`config.mk`:
```
export PLATFORM = sky130hd
export DESIGN_NAME = tmr_clk_src
export DESIGN_NICKNAME = d
export VERILOG_FILES = /design/src/rtl/tcs_pkg.sv /design/src/rtl/tcs_prescaler.sv /design/src/rtl/tcs_ext_edge.sv /design/src/rtl/tcs_src_mux.sv /design/src/rtl/tmr_clk_src.sv
export SDC_FILE = /design/constraint.sdc
export NUM_CORES = 1
export LEC_CHECK = 0
export BUFFER_PORTS_ARGS = -buffer_cell sky130_fd_sc_hd__buf_2
export CELL_PAD_IN_SITES_DETAIL_PLACEMENT = 1
export CELL_PAD_IN_SITES_GLOBAL_PLACEMENT = 1
export CORE_MARGIN = 2
export CORE_UTILIZATION = 41
export DETAILED_ROUTE_END_ITERATION = 10
export GPL_TIMING_DRIVEN = 0
export PLACE_DENSITY = 0.76
export SYNTH_ARGS = -nofsm -noshare
export SYNTH_HDL_FRONTEND = slang
export SYNTH_SLANG_ARGS = --single-unit
export TNS_END_PERCENT = 30
```
`constraint.sdc`:
```
create_clock -name clk -period 1.6 [get_ports clk]
set_clock_uncertainty 0.2 [all_clocks]
set_input_delay 0.32 -clock clk [delete_from_list [all_inputs] [get_ports clk]]
set_output_delay 0.32 -clock clk [all_outputs]
set_load 0.02 [all_outputs]
```
`src/rtl/tcs_pkg.sv`:
```
package tcs_pkg;

    typedef enum logic [2:0] {
        SRC_OFF      = 3'd0,
        SRC_SYS      = 3'd1,
        SRC_DIV8     = 3'd2,
        SRC_DIV64    = 3'd3,
        SRC_DIV256   = 3'd4,
        SRC_DIV1024  = 3'd5,
        SRC_EXT_FALL = 3'd6,
        SRC_EXT_RISE = 3'd7
    } src_sel_e;

    typedef enum logic {
        PIN_LOW  = 1'b0,
        PIN_HIGH = 1'b1
    } pin_state_e;

    localparam int NUM_TAPS = 4;
    localparam int SEL_W    = 3;

    // Number of prescaler bits that must all be ones for tap idx.
    function automatic int tap_log2(input int idx);
        case (idx)
            0:       return 3;
            1:       return 6;
            2:       return 8;
            default: return 10;
        endcase
    endfunction

endpackage

```
`src/rtl/tcs_prescaler.sv`:
```
module tcs_prescaler #(
    parameter int PRESC_W = 10
) (
    input  logic                         clk,
    input  logic                         rst_n,
    input  logic                         clr,
    output logic [tcs_pkg::NUM_TAPS-1:0] tap_o
);
    logic [PRESC_W-1:0] cnt_q;

    always_ff @(posedge clk or negedge rst_n) begin
        if (!rst_n) begin
            cnt_q <= '0;
        end else if (clr) begin
            cnt_q <= '0;
        end else begin
            cnt_q <= cnt_q + PRESC_W'(1);
        end
    end

    // A tap fires when all bits below it are ones; a clear cycle is silent.
    for (genvar i = 0; i < tcs_pkg::NUM_TAPS; i++) begin : g_tap
        localparam int LW = tcs_pkg::tap_log2(i);
        assign tap_o[i] = (&cnt_q[LW-1:0]) & ~clr;
    end

endmodule

```
`src/rtl/tcs_ext_edge.sv`:
```
module tcs_ext_edge #(
    parameter int SYNC_STAGES = 2
) (
    input  logic clk,
    input  logic rst_n,
    input  logic pin_i,
    output logic rise_o,
    output logic fall_o
);
    import tcs_pkg::*;

    logic [SYNC_STAGES-1:0] sync_q;
    logic                   lvl;
    pin_state_e             state_q;
    pin_state_e             state_d;

    always_ff @(posedge clk or negedge rst_n) begin
        if (!rst_n) begin
            sync_q <= '0;
        end else begin
            sync_q <= {sync_q[SYNC_STAGES-2:0], pin_i};
        end
    end

    assign lvl = sync_q[SYNC_STAGES-1];

    // State register
    always_ff @(posedge clk or negedge rst_n) begin
        if (!rst_n) begin
            state_q <= PIN_LOW;
        end else begin
            state_q <= state_d;
        end
    end

    // Next state and edge outputs
    always_comb begin
        state_d = state_q;
        rise_o  = 1'b0;
        fall_o  = 1'b0;
        unique case (state_q)
            PIN_LOW: begin
                if (lvl) begin
                    state_d = PIN_HIGH;
                    rise_o  = 1'b1;
                end
            end
            PIN_HIGH: begin
                if (!lvl) begin
                    state_d = PIN_LOW;
                    fall_o  = 1'b1;
                end
            end
        endcase
    end

endmodule

```
`src/rtl/tcs_src_mux.sv`:
```
module tcs_src_mux (
    input  logic                         clk,
    input  logic                         rst_n,
    input  logic [tcs_pkg::SEL_W-1:0]    sel_i,
    input  logic [tcs_pkg::NUM_TAPS-1:0] tap_i,
    input  logic                         rise_i,
    input  logic                         fall_i,
    output logic                         cnt_en_o
);
    import tcs_pkg::*;

    src_sel_e src;
    logic     hit;

    assign src = src_sel_e'(sel_i);

    always_comb begin
        hit = 1'b0;
        unique case (src)
            SRC_OFF:      hit = 1'b0;
            SRC_SYS:      hit = 1'b1;
            SRC_DIV8:     hit = tap_i[0];
            SRC_DIV64:    hit = tap_i[1];
            SRC_DIV256:   hit = tap_i[2];
            SRC_DIV1024:  hit = tap_i[3];
            SRC_EXT_FALL: hit = fall_i;
            SRC_EXT_RISE: hit = rise_i;
        endcase
    end

    always_ff @(posedge clk or negedge rst_n) begin
        if (!rst_n) begin
            cnt_en_o <= 1'b0;
        end else begin
            cnt_en_o <= hit;
        end
    end

endmodule

```
`src/rtl/tmr_clk_src.sv`:
```
module tmr_clk_src #(
    parameter int NUM_TMR     = 2,
    parameter int PRESC_W     = 10,
    parameter int SYNC_STAGES = 2
) (
    input  logic                              clk,
    input  logic                              rst_n,
    input  logic                              presc_clr,
    input  logic [NUM_TMR*tcs_pkg::SEL_W-1:0] tmr_sel,
    input  logic [NUM_TMR-1:0]                ext_clk,
    output logic [NUM_TMR-1:0]                cnt_en
);
    localparam int SW = tcs_pkg::SEL_W;

    logic [tcs_pkg::NUM_TAPS-1:0] taps;
    logic [NUM_TMR-1:0]           ext_rise;
    logic [NUM_TMR-1:0]           ext_fall;

    tcs_prescaler #(
        .PRESC_W (PRESC_W)
    ) u_presc (
        .clk   (clk),
        .rst_n (rst_n),
        .clr   (presc_clr),
        .tap_o (taps)
    );

    for (genvar t = 0; t < NUM_TMR; t++) begin : g_tmr
        tcs_ext_edge #(
            .SYNC_STAGES (SYNC_STAGES)
        ) u_edge (
            .clk    (clk),
            .rst_n  (rst_n),
            .pin_i  (ext_clk[t]),
            .rise_o (ext_rise[t]),
            .fall_o (ext_fall[t])
        );

        tcs_src_mux u_mux (
            .clk      (clk),
            .rst_n    (rst_n),
            .sel_i    (tmr_sel[t*SW +: SW]),
            .tap_i    (taps),
            .rise_i   (ext_rise[t]),
            .fall_i   (ext_fall[t]),
            .cnt_en_o (cnt_en[t])
        );
    end

endmodule

```
After elaboration in Yosys (flattened, before gate mapping)
Index checks and enable logic that the tools add are counted.
Operators by class
  eq/ne operators: 14
  reductions and logical operators: 6
  mux-type cells: 11
  bitwise operators: 5
  add/subtract/negate cells: 1
Operators with widths (number)
  $eq 3x3->1 const B: 8
  $pmux 1 s8: 2
  $eq 3x2->1 const B: 4
  $add 10x1->10 const B: 1
  $mux 10: 1
  $reduce_and 10->1: 1
  $mux 1: 8
  $reduce_and 8->1: 1
  $eq 3x1->1 const B: 2
  $logic_not 3->1: 2
  $reduce_and 6->1: 1
  $and 1x1->1: 4
  $reduce_and 3->1: 1
  $not 1->1: 1
Word-level totals
  input bits: 11
  output and inout port bits: 2
  logic and storage cells: 44
  bits in registers: 18

Logic depth before layout (Yosys ltp)
  word-level depth: 3
  depth in mapped cells: 6
  gate-level depth less buffers: 6

Hierarchy
Synthesis repeated with hierarchy kept, for this count alone.
Second synthesis, totals
  cell total of the unflattened synthesis: 79
  area total of the unflattened synthesis: 844.6 um^2
Modules (own cells, without submodules)
  tcs_prescaler: cells each 47, area each 484.2 um^2, seq. area each 250.2 um^2, times used 1
  tcs_ext_edge: cells each 5, area each 90.1 um^2, seq. area each 75.1 um^2, times used 2
  tcs_src_mux: cells each 11, area each 90.1 um^2, seq. area each 25.0 um^2, times used 2

Worst setup path before layout
OpenSTA, ideal clock, no wires.
  path kind: reg2reg
  start: reg u_presc.cnt_q[0]
  end: reg g_tmr[0].u_mux.cnt_en_o
  path slack: 0.128 ns
  buffers on the path: 0
  library setup time: 0.126 ns
  required time: 1.274 ns
  stages on the path, launching flop included: 7
  clock period less this slack: 1.472 ns
  arrival: 1.146 ns
  cells stage by stage: dfrtp_1 -> ha_1 -> ha_1 -> nand2b_1 -> nor2_1 -> o31ai_1 -> nor4_1
On the way
  cells in the longest elaborated chain, start to end: 3
  elaborated cells on any way between the ends: 9
  those cells by class: mux (1); bitwise (4); reduce/logical (4)
RTL lines
  start, declared: RTL line tcs_prescaler.sv:9  | logic [PRESC_W-1:0] cnt_q;
  start signal, assigned: RTL line tcs_prescaler.sv:17  | cnt_q <= cnt_q + PRESC_W'(1);
  $reduce_and 10->1 (tied with other cells): RTL line tcs_prescaler.sv:24  | assign tap_o[i] = (&cnt_q[LW-1:0]) & ~clr;
  $and 1x1->1: RTL line tcs_prescaler.sv:24
  $pmux 1 s8 *: RTL line tcs_src_mux.sv:19  | unique case (src)
  named net g_tmr[0].u_mux.hit: RTL line tcs_src_mux.sv:13  | logic hit;
  end signal, assigned: RTL line tcs_src_mux.sv:35  | cnt_en_o <= hit;
  end, declared: RTL line tcs_src_mux.sv:8  | output logic cnt_en_o
Mark *: on every way through the listed nets, which the timed path passes. The rest lies on a longest branch.

Final worst setup path
  start: reg u_presc.cnt_q[1]
  end: reg g_tmr[0].u_mux.cnt_en_o
Same word-level chain as after synthesis.

==> impl_metrics.ini <==
[yosys]
synth-simple-area-share_pct = 26.9
synth_mux_area_share_pct = 1.19
synth-compound-area-share_pct = 6.55
synth_top_family_by_area = simple AND/OR/NAND/NOR gates
synthTopCellsByArea = dfrtp_1 (54%), nor2_1 (4.5%), xor2_1 (4.2%)
synth-adder-area-share_pct = 2.98
ys_seq_area_share_pct = 53.6
yosysWarnings = 0
synth_xor_area_share_pct = 5.21
syn_area_per_cell_um2 = 10.5
synth_edf_count = 0
ys_ff_latch = 18
syn_area_um2 = 841
async_flop_share_pct = 100
synth_top_area_share_pct = 53.6
synthFlopType = dfrtp_1
synthesis.nets = 93
synthCells = 80
synth_cell_type_count = 31
synth_top_area_cell = dfrtp_1

[route]
wl_met2_um = 1130
totalWireLength_um = 2080
vias_per_cell = 5.25
num_vias = 693
drtPass1Iterations = 4
drt-met1-wl_um = 859
drtAntennaViolNets = 0
met3WireLength_um = 49
drtIter0Drc = 3
drc = 0
wire_per_inst_um = 15.8
highest_layer = met4

[cts]
tritoncts = yes
htreeDepth = 1
clock_latency_ns = 0.29
cts_made_buffers = 3
cts_buffer_depth = 2
cts.sinks = 18
clk_pin_slew_ns = 0.11
cts_root_buffer = clkbuf_4

[placed_design]
gp_congestion = 0.722
placed_cells = 119
dp_slack_ns = -0.0480
io_buffers = 12

[sta]
fmax_ghz = 0.632
fin_crit_sh_pct = 98.9
setup_viol = 0
rsz0062_at_grt = yes
final_hold_viol_count = 0
timing.hold.ws_ns = 0.162
layout_setup_ws_ns = 0.0180
drv_slew = 0
post-route-min-period_ns = 1.58
relSlewSlack_pct = 69.9
worstMarginPinSlew_ns = 0.451

[floorplanning]
die_area_um2 = 2430
die_w_um = 49.3
fp.dieH_um = 49.3
io_pins = 13
rows = 16
core_area_um2 = 1940
start_util_pct = 43.3

[power]
power_frac_seq_pct = 55.5
swShare_pct = 24.5
p_leak_nw = 0.498
total_power_w = 0.000879
vdd_drop_max_v = 0.000551
p_clk_share_pct = 32.3
p_int_w = 0.000664
p_comb_share_pct = 12.2
power_switching_w = 0.000216
p_per_area_nw_per_um2 = 779

[setup_path]
crit_fanout = 8
crit_path_max_incr_delay_ns = 0.41
crit_path_cell_trace = ha_4 > nand3_4 > nor3_4 > nor3_1 > nor4_1
crit_type = flop to flop
critPathLaunch = u_presc.cnt_q[1]
critPathArrivalTime_ns = 1.58
crit_path_end_kind = flop
path_delay_family = simple AND/OR/NAND/NOR gates
slowest_stage = dfrtp_1
path_buf_inv = 0
cp.required_ns = 1.59
cp-start-kind = flop
r2r-start = u_presc.cnt_q[1]

[final_layout]
fillers = 216
drive_above_1_share_pct = 32.4
diodes = 0
layout_commonest_cell = dfrtp_1
final_cell_mix = dfrtp_1 (17), buf_2 (12), nor2_1 (10), buf_4 (7)
seq_area_um2 = 452
area_growth_pct = 34.2
layout.nets = 119
final_cells = 132
multi_input_area_um2 = 439

[min_path]
min-delay-start = g_tmr[1].u_edge.sync_q[0]
hold_class = flop to flop

[global_route]
grt_max_degree = 19
grt_pass1_wl_um = 3290
grt_pass1_vias = 691
grt_overflow = 0
grtUsageTotal_pct = 18.5
antenna_found_initial = 0

[run_status]
outcome = finished, final reports clean

[flow_run]
drv_cap = 0
-- power groups by stage --
| stage | clock network [W] | registers, W | logic [W] |
|---|---|---|---|
| 2_1_floorplan | 0 | 0.000490 | 0.0000409 |
| 3_3_place_gp | 0 | 0.000491 | 0.0000773 |
| 3_5_place_dp | 0 | 0.000493 | 0.0000787 |
| 4_1_cts | 0.000295 | 0.000486 | 0.000100 |
| 5_1_grt | 0.000322 | 0.000490 | 0.000120 |
| 6_report | 0.000284 | 0.000488 | 0.000107 |
-- routing by layer --
metal	up-vias	global-route usage, %
met5	-	0
met4	0	8.57
met3	4	3.07
met2	12	34.5
met1	343	20.2
li1	334	-
-- cell usage after synthesis, drive strengths merged (2+ instances only) --
library cell   n
a21oi          2
buf            2
dfrtp         18
ha             2
inv            3
nand2          4
nand2b         2
nand3          4
nand3b         2
nand4          3
nor2          10
nor2b          2
nor3           3
nor4           3
o21ai          3
or3            2
xor2           4
-- state kept, by name, summed over array words and instances, names as in the netlist --
signal	flops
g_tmr.u_mux.cnt_en_o	2
g_tmr.u_edge.sync_q	4
g_tmr.u_edge.state_q	2
u_presc.cnt_q	10
-- metrics by stage --
stage	setup TNS (ns)	util, %	cell area, µm²
2_1_floorplan	0	-	841
3_3_place_gp	-0.0357	48.1	935
3_5_place_dp	-0.0480	48.1	935
4_1_cts	0	55.5	1080
5_1_grt	-0.164	58.1	1130
6_report	0	58.1	1130
-- path summary, 6_finish.rpt --
kind                            depth (start not counted)  slack [ns]                   endpoint
worst min-delay path                                    0        0.16  g_tmr[1].u_edge.sync_q[1]
max in group asynchronous                               2        0.60           u_presc.cnt_q[2]
worst max-delay path                                    5        0.02    g_tmr[0].u_mux.cnt_en_o
min in group asynchronous                               2        0.28           u_presc.cnt_q[6]
worst min register to register                          0        0.16  g_tmr[1].u_edge.sync_q[1]
worst max register to register                          5        0.02    g_tmr[0].u_mux.cnt_en_o
-- timing repair --
action	in CTS	in global routing
buffers inserted	2	3
setup endpoints to repair	2	2
gates resized for setup	8	5
hold endpoints to repair	21	0
pin swaps	4	2
hold buffers	4	0
-- final cells by class --
type                    count  share of cell area (%)
inverters                   3                   0.998
multi-input cells          56                    38.9
well taps                  27                    2.99
flip-flops and latches     18                    40.0
repair buffers             21                    12.2
clock buffers               4                    3.22
plain buffers               3                    1.66
-- kinds of logic (layout without fill, tap and decap cells) --
group	after synthesis	in the layout
AO/OA/AOI/OAI	9	9
XOR/XNOR	5	5
adder cells (fa/ha/maj)	2	2
buffers and inverters	6	31
flip-flops	18	18
multiplexers	1	1
AND/OR/NAND/NOR	39	39
Power figures use the tool's default switching activity.
